===== src/rtl/bbm_pkg.sv =====
package bbm_pkg;
   typedef enum logic {
      SEQ_IDLE = 1'b0,
      SEQ_GAP  = 1'b1
   } seq_state_t;
endpackage


===== src/rtl/bbm_bit_compare.sv =====
// Per-switch comparison of the driven pattern against a candidate word.
module bbm_bit_compare #(
   parameter int N_SW = 8
) (
   input  logic [N_SW-1:0] cur,
   input  logic [N_SW-1:0] nxt,
   output logic [N_SW-1:0] keep_mask,
   output logic            drop_any
);
   logic [N_SW-1:0] drop_mask;

   for (genvar i = 0; i < N_SW; i++) begin : g_bit
      assign keep_mask[i] = cur[i] & nxt[i];
      assign drop_mask[i] = cur[i] & ~nxt[i];
   end

   assign drop_any = |drop_mask;
endmodule


===== src/rtl/bbm_gap_timer.sv =====
// Counts the dead time between release and engage.
module bbm_gap_timer #(
   parameter int GAP_CLKS = 3
) (
   input  logic clk,
   input  logic rst,
   input  logic start,
   output logic expired
);
   if (GAP_CLKS < 1) begin : g_bad_gap
      $error("bbm_gap_timer: GAP_CLKS must be at least 1");
   end

   if (GAP_CLKS == 1) begin : g_single
      // One cycle of dead time is simply the state register itself.
      assign expired = 1'b1;
   end else begin : g_count
      localparam int CNT_W = $clog2(GAP_CLKS);
      localparam logic [CNT_W-1:0] LOAD_V = CNT_W'(GAP_CLKS - 1);
      logic [CNT_W-1:0] cnt_q;

      always_ff @(posedge clk) begin
         if (rst) begin
            cnt_q <= '0;
         end else if (start) begin
            cnt_q <= LOAD_V;
         end else if (cnt_q != '0) begin
            cnt_q <= cnt_q - 1'b1;
         end
      end

      assign expired = (cnt_q == '0);
   end
endmodule


===== src/rtl/bbm_pend_slot.sv =====
// Single-entry holding slot for a word that arrives mid-sequence.
module bbm_pend_slot #(
   parameter int N_SW = 8
) (
   input  logic            clk,
   input  logic            rst,
   input  logic            capture,
   input  logic [N_SW-1:0] data,
   input  logic            consume,
   output logic            valid,
   output logic [N_SW-1:0] held
);
   always_ff @(posedge clk) begin
      if (rst) begin
         valid <= 1'b0;
         held  <= '0;
      end else if (capture) begin
         valid <= 1'b1;
         held  <= data;
      end else if (consume) begin
         valid <= 1'b0;
      end
   end
endmodule


===== src/rtl/bbm_switch_sequencer.sv =====
module bbm_switch_sequencer
   import bbm_pkg::*;
#(
   parameter int N_SW     = 8,
   parameter int GAP_CLKS = 3
) (
   input  logic            clk,
   input  logic            rst,
   input  logic            load,
   input  logic [N_SW-1:0] word,
   output logic [N_SW-1:0] sw_en,
   output logic            busy
);
   if (N_SW < 1) begin : g_bad_width
      $error("bbm_switch_sequencer: N_SW must be at least 1");
   end

   seq_state_t      state_q;
   logic [N_SW-1:0] en_q;
   logic [N_SW-1:0] target_q;

   logic            pend_valid;
   logic [N_SW-1:0] pend_word;
   logic [N_SW-1:0] src_word;
   logic            src_valid;
   logic [N_SW-1:0] keep_mask;
   logic            drop_any;
   logic            gap_done;
   logic            timer_start;
   logic            in_idle;

   assign in_idle     = (state_q == SEQ_IDLE);
   // A fresh strobe overrides a held word.
   assign src_word    = load ? word : pend_word;
   assign src_valid   = load | pend_valid;
   assign timer_start = in_idle & src_valid & drop_any;

   bbm_bit_compare #(.N_SW(N_SW)) u_cmp (
      .cur       (en_q),
      .nxt       (src_word),
      .keep_mask (keep_mask),
      .drop_any  (drop_any)
   );

   bbm_gap_timer #(.GAP_CLKS(GAP_CLKS)) u_timer (
      .clk     (clk),
      .rst     (rst),
      .start   (timer_start),
      .expired (gap_done)
   );

   bbm_pend_slot #(.N_SW(N_SW)) u_pend (
      .clk     (clk),
      .rst     (rst),
      .capture (~in_idle & load),
      .data    (word),
      .consume (in_idle & pend_valid),
      .valid   (pend_valid),
      .held    (pend_word)
   );

   always_ff @(posedge clk) begin
      if (rst) begin
         state_q  <= SEQ_IDLE;
         en_q     <= '0;
         target_q <= '0;
      end else begin
         unique case (state_q)
            SEQ_IDLE: begin
               if (src_valid) begin
                  target_q <= src_word;
                  if (drop_any) begin
                     en_q    <= keep_mask;
                     state_q <= SEQ_GAP;
                  end else begin
                     en_q <= src_word;
                  end
               end
            end
            SEQ_GAP: begin
               if (gap_done) begin
                  en_q    <= target_q;
                  state_q <= SEQ_IDLE;
               end
            end
            default: state_q <= SEQ_IDLE;
         endcase
      end
   end

   assign sw_en = en_q;
   assign busy  = ~in_idle | pend_valid | load;
endmodule


===== config.mk =====
export PLATFORM = sky130hd
export DESIGN_NAME = bbm_switch_sequencer
export DESIGN_NICKNAME = d
export VERILOG_FILES = /design/src/rtl/bbm_pkg.sv /design/src/rtl/bbm_bit_compare.sv /design/src/rtl/bbm_gap_timer.sv /design/src/rtl/bbm_pend_slot.sv /design/src/rtl/bbm_switch_sequencer.sv
export SDC_FILE = /design/constraint.sdc
export NUM_CORES = 1
export LEC_CHECK = 0
export BUFFER_PORTS_ARGS = -buffer_cell sky130_fd_sc_hd__buf_4
export CAP_MARGIN = 20
export CORE_UTILIZATION = 30
export DETAILED_ROUTE_END_ITERATION = 8
export GPL_ROUTABILITY_DRIVEN = 1
export SLEW_MARGIN = 10
export SYNTH_ARGS = -nofsm -noshare
export SYNTH_HDL_FRONTEND = slang
export SYNTH_SLANG_ARGS = --single-unit

===== constraint.sdc =====
create_clock -name clk -period 3.95 [get_ports clk]
set_input_delay 0.79 -clock clk [delete_from_list [all_inputs] [get_ports clk]]
set_output_delay 0.79 -clock clk [all_outputs]
set_load 0.005 [all_outputs]

==> key figures, run 1 <==
Status
  – Outcome: finished clean

Global routing
  – Global route total overflow: 0
  – GR met1 Demand/Resource: 0.190
  – All-Layer GR Usage: 0.139
  – First-pass GRT wire length: between 4000 and 5000 um
  – GR Util met2: 0.203
  – Met3 Track Usage GR: 0.0203
  – Largest net degree at the start of global routing: 39
  – Vias in the first global route: 963
  – GRT busiest layer: met2
  – Initial antenna violation count: 0

Yosys
  – Synth warnings: 0
  – Post-synth EDFFs: 0
  – Synthesized area per cell: ~8.8 um2
  – Synth area leaders: dfxtp_1, mux2i_1, a211oi_1
  – Netlist Area Pre-Place: ~0.0013 mm2
  – Unique masters post-synth: 23
  – Cell taking the most area after synthesis: dfxtp_1
  – Top cells by count, synth: dfxtp_1, nor2_1, nand2_1
  – Ys async rst share: 0
  – Most used DFF post-synth: dfxtp_1
  – Share of the yosys chip area belonging to registers: 0.438
  – FF+latch count, synth: 28
  – Post-Syn Nets: about 160
  – Synth top area share: 0.438
  – Synth Instances: 146
  – Most numerous cell in the Yosys netlist: dfxtp_1

STA
  – Final Hold Vio Count: 0
  – Max-slew violation count: 0
  – Min Clock Period, post-route: 2300 ps
  – Max-slew headroom: 0.598
  – Worst slew pin tran: between 600 and 700 ps
  – Setup Viol. Count Final: 0
  – Layout Skew: roughly 6.3 ps
  – Fmax: between 400 and 500 MHz
  – Setup TNS: 0 ps
  – RSZ-0062 raised after global routing: no
  – Tcrit/Tclk final: 0.583

Worst setup path
  – Highest-delay cell along the critical path: or3_1
  – Most used cell, CP: buf_4
  – Critical Path RT: about 3200 ps
  – Flop2flop setup slack: 2170 ps
  – Reg2reg path depth: 5
  – Reg-to-Reg Start: u_pend.held[1]
  – Worst Setup Start Kind: input pin
  – Worst path max stage delay: about 380 ps
  – Critical Path AT: 1510 ps
  – Worst-path fanout max: 19
  – CP Cell Sequence: buf_4 > or3_1 > buf_4
  – R2R Path End: u_timer.g_count.cnt_q[0]
  – Crit. End Element: primary output
  – Type of the worst setup path: in -> out

Place
  – HPWL Detailed: between 1500 and 2000 um
  – Gp weighted congestion: roughly 0.71
  – PortBufs: 19
  – Placed cells: ~210
  – DP Area: roughly 0.0014 mm2

Finish
  – Share of layout cells above drive strength 1: 0.188
  – Fin cells: 210
  – Syn-to-layout area delta: 17.0%
  – Fin nets: about 170
  – Final core utilization: 0.369
  – Ant. Diodes: 0
  – Fin area: approximately 0.0015 mm2

Routing
  – Final ANT Viol Nets: 0
  – Post-DR vias/cell: 5.05
  – Pre-Repair DR Iteration Count: 4
  – 1st-iter DRT viols: 33
  – DRC Markers: 0
  – Routed WL per cell: between 10 and 15 um
  – Routed vias: approximately 1100
  – Final wirelength: around 2700 um

Die
  – Core ar.: a little over 0.004 mm2
  – Cell Rows: 23
  – Die Ht: ~67 um
  – Initial Utilization: 0.315
  – Io pins: 20
  – Die ar.: between 0.004 and 0.005 mm2
  – Die width: ~67 um

Pwr
  – PwrDens: 476 mW/mm2
  – Static leakage: 0.562 nW
  – Maximum vdd drop: 0.160 mV

Hold path
  – Min-Delay Startpoint: u_pend.held[5]
  – Endpoint, Worst Hold: u_pend.held[5]
  – Worst Hold Depth: 2
  – Worst hold path class: reg -> reg

CTS
  – Clock Pin Slew Worst Setup and Hold Paths: 100 ps
  – Postcts setup bufs: 0
  – Skew-Pair Late Insertion Delay: approximately 280 ps
  – Num CTS Buffers: 3
  – Number of H-tree levels: 1
  – Clock sink count: 28
  – Max clock buf depth: 2
  – CTS Hold Bufs: 0
  – CTS tree: built
  – Clk root buf: clkbuf_8
  – # resized after CTS: 0

Flow run
  – Max-cap violations: 0
[worst max-delay path: cells and delay by family]
| kind | cells | cell delay [ps] |
|---|---|---|
| buf+inv | 2 | 340 |
| simple gates | 1 | 380 |
[worst max-delay path by stage]
stage | start | end | slack, ps | depth (start not counted)
after CTS | load | busy | 1640 | 3
after detailed placement | load | u_timer.g_count.cnt_q[0] | 1390 | 6
final | load | busy | 1650 | 3
after global placement | load | u_timer.g_count.cnt_q[0] | 1450 | 6
after global routing | load | u_timer.g_count.cnt_q[0] | 1550 | 6
after floorplan | load | busy | 1680 | 3
[power by group]
group          total (mW)  switching (mW)  internal (mW)
Clock               0.180          0.0905         0.0895
Sequential          0.335          0.0220          0.313
Combinational       0.197           0.115         0.0818
[logic make-up after synthesis]
family / count (synthesis) / share of synthesized area
buf+inv: 12 / 0.0479
simple gates: 50 / 0.169
flops: 28 / 0.438
compound gates: 40 / 0.219
mux: 16 / 0.125
[per-layer routing]
metal | routed length, um | part of all wire
met1 | 1340 | 0.50
met2 | 1180 | 0.44
met3 | 100 | 0.037
met4 | 65 | 0.024
met5 | 0 | 0
[flip-flops by register name, summed over array words and instances (netlist names)]
name	count
u_timer.g_count.cnt_q	2
target_q	8
sw_en	8
u_pend.valid	1
u_pend.held	8
state_q	1
[placed cells by master, fill, tap and decap left out]
| master | n |
|---|---|
| nor2_1 | 19 |
| nand3_1 | 9 |
| nor3_1 | 1 |
| a211oi_1 | 16 |
| dfxtp_1 | 28 |
| or3_1 | 1 |
| nor3b_1 | 1 |
| a2111oi_2 | 1 |
| nor2_4 | 1 |
| a21oi_2 | 1 |
| inv_1 | 1 |
| clkbuf_8 | 4 |
| o21ai_0 | 8 |
| a22oi_1 | 2 |
| nand2_1 | 17 |
| a22o_1 | 3 |
| nor2_2 | 1 |
| a221oi_2 | 1 |
| mux2i_1 | 16 |
| a21oi_1 | 8 |
| buf_4 | 21 |
[cell type report]
class	instances	area (um2)
Inverter	1	3.75
Sequential cell	28	561
Clock buffer	4	55.1
Tap cell	50	62.6
Multi-Input combinational cell	106	657
Fill cell	403	2560
Timing Repair Buffer	21	158
[through the flow]
step | power [mW] | setup slack (ps) | hold WS, ps
2_1_floorplan | 0.492 | 1680 | 436
3_3_place_gp | 0.534 | 1450 | 441
3_5_place_dp | 0.540 | 1390 | 446
4_1_cts | 0.719 | 1640 | 460
5_1_grt | 0.760 | 1550 | 480
6_report | 0.712 | 1650 | 460
Power figures use the tool's default switching activity.
==> run 2, diff against run 1 <==
clock period = 2.08 ns   (was 3.95 ns; I/O delays follow)
==> run 2 against run 1 <==
Flip-flop and latch count stayed put. Highest routed layer unchanged. Register-to-register slack worse by 1700 ps. Non-clock buffer count is 4 higher. Die area stayed put. Sequential power is 93% higher. Worst setup slack worse by 1200 ps. Global-route usage is 0.52 points lower. Core utilization is 0.74 points higher. Critical path depth is 1 higher.
==> key figures, run 2 (same netlist as run 1, synthesis figures left out) <==
Worst setup path
  – Critical Path AT: 1260 ps (was 1510 ps)
  – Type of the worst setup path: in -> out (unchanged)
  – Most used cell, CP: buf_4 (unchanged)
  – Buf+Inv Stages, Crit Path: 3 (was 2)
  – CP Cell Sequence: buf_4 > buf_4 > or3_1 > buf_4 (was buf_4 > or3_1 > buf_4)
  – Top delay family on crit path: buffers and inverters (was simple AND/OR/NAND/NOR gates)
  – Worst path max stage delay: 350 ps (was 380 ps)
  – Highest-delay cell along the critical path: or3_1 (unchanged)
  – Crit. End Element: primary output (unchanged)
  – Critical Path RT: 1660 ps (was 3160 ps)
  – Worst-path fanout max: 14 (was 19)
  – Worst Setup Start Kind: input pin (unchanged)

Pwr
  – Total power: 1.38 mW (was 712 uW)
  – PwrDens: 901 mW/mm2 (was 476 mW/mm2)
  – Static leakage: 0.582 nW (was 0.562 nW)
  – Maximum vdd drop: 0.404 mV (was 0.160 mV)

Global routing
  – GRT busiest layer: met2 (unchanged)
  – First-pass GRT wire length: 4820 um (was 4620 um)
  – Global route total overflow: 0 (unchanged)
  – All-Layer GR Usage: 0.134 (was 0.139)
  – Largest net degree at the start of global routing: 30 (was 39)
  – Met3 Track Usage GR: 0.0203 (unchanged)
  – GR Util met2: 0.234 (was 0.203)
  – GR met1 Demand/Resource: 0.174 (was 0.190)
  – Initial antenna violation count: 0 (unchanged)
  – Vias in the first global route: 1043 (was 963)

CTS
  – # resized after CTS: 0 (unchanged)
  – Clock sink count: 28 (unchanged)
  – Clk root buf: clkbuf_8 (unchanged)
  – Num CTS Buffers: 3 (unchanged)
  – Postcts setup bufs: 0 (unchanged)
  – Number of H-tree levels: 1 (unchanged)
  – CTS tree: built (unchanged)
  – Skew-Pair Late Insertion Delay: 260 ps (was 280 ps)
  – Max clock buf depth: 2 (unchanged)
  – Clock Pin Slew Worst Setup and Hold Paths: 90 ps (was 100 ps)
  – CTS Hold Bufs: 0 (unchanged)

Die
  – Die width: 67.3 um (unchanged)
  – Die ar.: 0.00453 mm2 (unchanged)
  – Core ar.: 0.00406 mm2 (unchanged)
  – Die Ht: 67.3 um (unchanged)
  – Cell Rows: 23 (unchanged)
  – Io pins: 20 (unchanged)
  – Initial Utilization: 0.315 (unchanged)

Finish
  – Syn-to-layout area delta: 19.4% (was 17.0%)
  – Fin area: 0.00153 mm2 (was 0.00150 mm2)
  – Most common library cell in the layout ignoring fill and taps: dfxtp_1 (unchanged)
  – Most frequent cells in the layout: dfxtp_1, buf_4, nor2_1, nand2_1 (unchanged)
  – Share of layout cells above drive strength 1: 0.207 (was 0.188)
  – Final core utilization: 0.376 (was 0.369)
  – Fin nets: 176 (was 172)
  – Ant. Diodes: 0 (unchanged)

STA
  – Setup TNS: 0 ps (unchanged)
  – Setup Viol. Count Final: 0 (unchanged)
  – Min Clock Period, post-route: around 1700 ps
  – Tcrit/Tclk final: 0.807
  – Final setup margin: 401 ps (was 1650 ps)
  – Worst slew pin tran: 332 ps (was 603 ps)
  – Max-slew headroom: 0.772 (was 0.598)
  – Layout Skew: 1.01 ps (was 6.31 ps)
  – Fmax: ~600 MHz
  – Max-slew violation count: 0 (unchanged)
  – RSZ-0062 raised after global routing: no (unchanged)
  – Final Hold Vio Count: 0 (unchanged)

Place
  – Setup WS pre-CTS: 122 ps (was 1390 ps)
  – HPWL Detailed: 2040 um (was 1840 um)
  – DP Area: 0.00147 mm2 (was 0.00144 mm2)
  – PortBufs: 19 (unchanged)
  – Gp weighted congestion: 0.786 (was 0.710)

Hold path
  – Worst hold path class: in -> reg (was reg -> reg)

Routing
  – Pre-Repair DR Iteration Count: 4 (unchanged)
  – Routed vias: 1105 (was 1061)
  – 1st-iter DRT viols: 29 (was 33)
  – DRC Markers: 0 (unchanged)
  – Final wirelength: 2720 um (was 2680 um)
  – Post-DR vias/cell: 5.16 (was 5.05)
  – Final ANT Viol Nets: 0 (unchanged)
  – Routed WL per cell: 12.7 um (was 12.8 um)

Status
  – Outcome: finished clean (unchanged)

Flow run
  – Max-cap violations: 0 (unchanged)
==> run 2: cell types whose count changed in the layout (fill, tap and decap cells not counted), sizes merged <==
| cell | change |
|---|---|
| buf | +4 |
==> run 2: report_power, final <==
part,total [mW],switching (mW),internal [mW]
clock network,0.332,0.163,0.169
registers,0.646,0.0518,0.594
logic,0.397,0.218,0.179
total,1.38,0.432,0.943
==> run 2: cell type report <==
type                    count  area (um2)
fillers                   419        2530
multi-input cells         106         657
flip-flops and latches     28         561
repair buffers             25         188
well taps                  50        62.6
clock buffers               4        55.1
inverters                   1        3.75
==> run 2: stage by stage <==
step	hold WS (ps)	cells
3_5_place_dp	446	210
3_3_place_gp	441	210
6_report	411	214
4_1_cts	409	214
5_1_grt	411	214
2_1_floorplan	436	146
==> run 2: tightest hold or removal path: stages <==
cell and delay, ps:
buf_4 110, nand3_1 50, a21oi_1 50
==> run 2: metal layers <==
metal | wire, um | up-vias
met5 | 0 | -
met4 | 8 | 0
met3 | 103 | 2
met2 | 1330 | 20
met1 | 1280 | 524
li1 | - | 559
==> run 2: worst paths after layout <==
check	slack [ps]	startpoint	cells after the start	to
worst max-delay path	400	load	4	busy
worst min-delay path	410	word[2]	3	u_pend.held[2]
worst max register to register	450	u_pend.held[1]	6	sw_en[6]
worst min register to register	460	u_pend.held[3]	2	u_pend.held[3]
==> run 3, diff against run 2 <==
clock period = 1.4 ns   (was 2.08 ns; I/O delays follow)
==> run 3 against run 2 <==
The run now ends with setup timing left. Non-clock buffer count grew 18. Clock skew grew 1.9 ps. Global-route usage grew 1.2 points. Design area grew 12%. Largest cell class unchanged. Power grew 61%. Wire length grew 10%. Worst setup slack lost 480 ps. Highest routed layer unchanged. Combinational power grew 94%. Die area is the same. Critical endpoint is now u_timer.g_count.cnt_q[1].
==> key figures, run 3 (same netlist as run 1, synthesis figures left out) <==
Flow run
  – Max-cap violations: 0 (unchanged)

Worst setup path
  – Type of the worst setup path: reg -> reg (was in -> out)
  – Highest-delay cell along the critical path: dfxtp_2 (was or3_1)
  – Flop2flop setup slack: -80 ps (was 450 ps)
  – Crit. End Element: flip-flop (was primary output)
  – CP Cell Sequence: mux2i_1 > a22o_1 > a221oi_2 > nand3_2 > buf_4 > a22o_1 (was buf_4 > buf_4 > or3_1 > buf_4)
  – Worst path max stage delay: 340 ps (was 350 ps)
  – Worst Setup Start Kind: flip-flop (was input pin)
  – Top delay family on crit path: compound AO/OA/AOI/OAI gates (was buffers and inverters)
  – Reg2reg path depth: 6 (unchanged)
  – Critical Path RT: 1570 ps (was 1660 ps)
  – Worst-path fanout max: 4 (was 14)
  – Reg-to-Reg Start: u_pend.held[1] (unchanged)
  – Buf+Inv Stages, Crit Path: 1 (was 3)
  – Stages on worst setup path: 6 (was 4)
  – Most used cell, CP: a22o_1 (was buf_4)
  – R2R Path End: u_timer.g_count.cnt_q[1] (was sw_en[6])
  – Critical Path AT: 1650 ps (was 1260 ps)

Routing
  – Routed vias: 1177 (was 1105)
  – Final ANT Viol Nets: 0 (unchanged)
  – 1st-iter DRT viols: 35 (was 29)
  – Routed WL per cell: 12.9 um (was 12.7 um)
  – DRC Markers: 0 (unchanged)
  – Final wirelength: 3000 um (was 2720 um)
  – Pre-Repair DR Iteration Count: 4 (unchanged)
  – Post-DR vias/cell: 5.07 (was 5.16)

CTS
  – Num CTS Buffers: 3 (unchanged)
  – Skew-Pair Late Insertion Delay: 270 ps (was 260 ps)
  – CTS tree: built (unchanged)
  – CTS Hold Bufs: 0 (unchanged)
  – Clock sink count: 28 (unchanged)
  – Number of H-tree levels: 1 (unchanged)
  – Clk root buf: clkbuf_8 (unchanged)
  – Clock Pin Slew Worst Setup and Hold Paths: 90 ps (about the same)
  – Max clock buf depth: 2 (unchanged)

Finish
  – Share of layout cells above drive strength 1: 0.335 (was 0.207)
  – Filler Cells Inserted: 399 (was 419)
  – Reg area: 563 um2 (was 561 um2)
  – Fin area: 0.00171 mm2 (was 0.00153 mm2)
  – Area of the multi-input gates: 692 um2 (was 657 um2)
  – Most common library cell in the layout ignoring fill and taps: buf_4 (was dfxtp_1)
  – Final core utilization: 0.422 (was 0.376)
  – Syn-to-layout area delta: 33.9% (was 19.4%)
  – Ant. Diodes: 0 (unchanged)
  – Most frequent cells in the layout: buf_4, dfxtp_1, nor2_1, nand2_1, mux2i_1 (was dfxtp_1, buf_4, nor2_1, nand2_1)
  – Fin nets: 194 (was 176)
  – Fin cells: 232 (was 214)

Hold path
  – Min-Delay Startpoint: word[0] (was word[2])
  – Worst hold path class: in -> reg (unchanged)
  – Worst Hold Depth: 3 (unchanged)
  – Endpoint, Worst Hold: u_pend.held[0] (was u_pend.held[2])

STA
  – Max-slew violation count: 0 (unchanged)
  – Worst slew pin tran: 320 ps (was 332 ps)
  – Setup Viol. Count Final: 11 (was 0)
  – Fmax: 677 MHz
  – Final setup margin: -76.4 ps (was 401 ps)
  – Layout Skew: 2.87 ps (was 1.01 ps)
  – RSZ-0062 raised after global routing: yes (was no)
  – Min Clock Period, post-route: about 1500 ps
  – Max-slew headroom: 0.781 (was 0.772)
  – Tcrit/Tclk final: 1.05
  – Final Hold Vio Count: 0 (unchanged)
  – Setup TNS: -515 ps (was 0 ps)

Status
  – Outcome: complete, but fails checks (was finished clean)
  – Violated checks: setup timing

Pwr
  – Maximum vdd drop: 0.741 mV (was 0.404 mV)
  – Total power: 2.22 mW (was 1.38 mW)
  – PwrDens: 1300 mW/mm2 (was 901 mW/mm2)
  – Static leakage: 0.684 nW (was 0.582 nW)

Global routing
  – First-pass GRT wire length: 4980 um (was 4820 um)
  – Largest net degree at the start of global routing: 30 (unchanged)
  – Global route total overflow: 0 (unchanged)
  – Initial antenna violation count: 0 (unchanged)
  – All-Layer GR Usage: 0.146 (was 0.134)
  – Vias in the first global route: 1139 (was 1043)

Die
  – Die width: 67.3 um (unchanged)
  – Die Ht: 67.3 um (unchanged)
  – Cell Rows: 23 (unchanged)
  – Initial Utilization: 0.315 (unchanged)
  – Io pins: 20 (unchanged)
  – Core ar.: 0.00406 mm2 (unchanged)
  – Die ar.: 0.00453 mm2 (unchanged)

Place
  – Gp weighted congestion: 0.860 (was 0.786)
  – DP Area: 0.00161 mm2 (was 0.00147 mm2)
  – PortBufs: 19 (unchanged)
  – HPWL Detailed: 2190 um (was 2040 um)
  – Placed cells: 227 (was 210)
==> run 3: cell types whose count changed in the layout (fill, tap and decap cells not counted), moves of 2 or more <==
| cell | delta |
|---|---|
| a211oi_1 | -6 |
| dfxtp_2 | +2 |
| buf_4 | +17 |
| a211oi_2 | +6 |
| dfxtp_1 | -2 |
==> run 3: metrics by stage <==
stage	hold WS [ps]	setup WS, ps
2_1_floorplan	427	-123
3_3_place_gp	442	-220
3_5_place_dp	448	-303
4_1_cts	261	-62.4
5_1_grt	265	-108
6_report	263	-76.4
==> run 3: area by class of cell <==
type	count	share of cell area
timing repair buffer	43	0.196
clock buffer	4	0.0322
multi-input combinational	106	0.404
tap	50	0.0365
inverter	1	0.00219
sequential	28	0.329
==> run 3: worst max path at each step <==
stage / start / to / slack, ps
final: u_pend.held[1] / u_timer.g_count.cnt_q[1] / -80
after global routing: u_pend.held[1] / state_q / -110
after CTS: u_pend.held[1] / state_q / -60
after detailed placement: load / sw_en[1] / -300
after global placement: load / u_timer.g_count.cnt_q[1] / -220
after floorplan: load / state_q / -120
==> run 3: metal layers <==
layer / up-vias / part of all wire / global-route usage
met4: 0 / 0.013 / 0.0638
met2: 24 / 0.48 / 0.248
li1: 595 / - / -
met3: 5 / 0.037 / 0.0253
met1: 553 / 0.47 / 0.181
met5: - / 0 / 0
==> run 3: worst register-to-register path, cell delays in order, from the launching register on <==
cell,delay [ps]
dfxtp_2,340
mux2i_1,90
a22o_1,230
a221oi_2,210
nand3_2,150
buf_4,160
a22o_1,200
==> run 3: repair_timing <==
item | in CTS | in global routing
pin swaps | 2 | 1
buffers inserted | 0 | 1
setup endpoints to repair | 12 | 12
gates cloned | 0 | 0
resized for setup | 6 | 3
==> run 3: power breakdown <==
part / total (mW) / switching [mW] / leakage (nW) / internal (mW)
logic: 0.771 / 0.395 / 0.426 / 0.375
registers: 0.951 / 0.0669 / 0.229 / 0.884
clock network: 0.497 / 0.245 / 0.0288 / 0.252
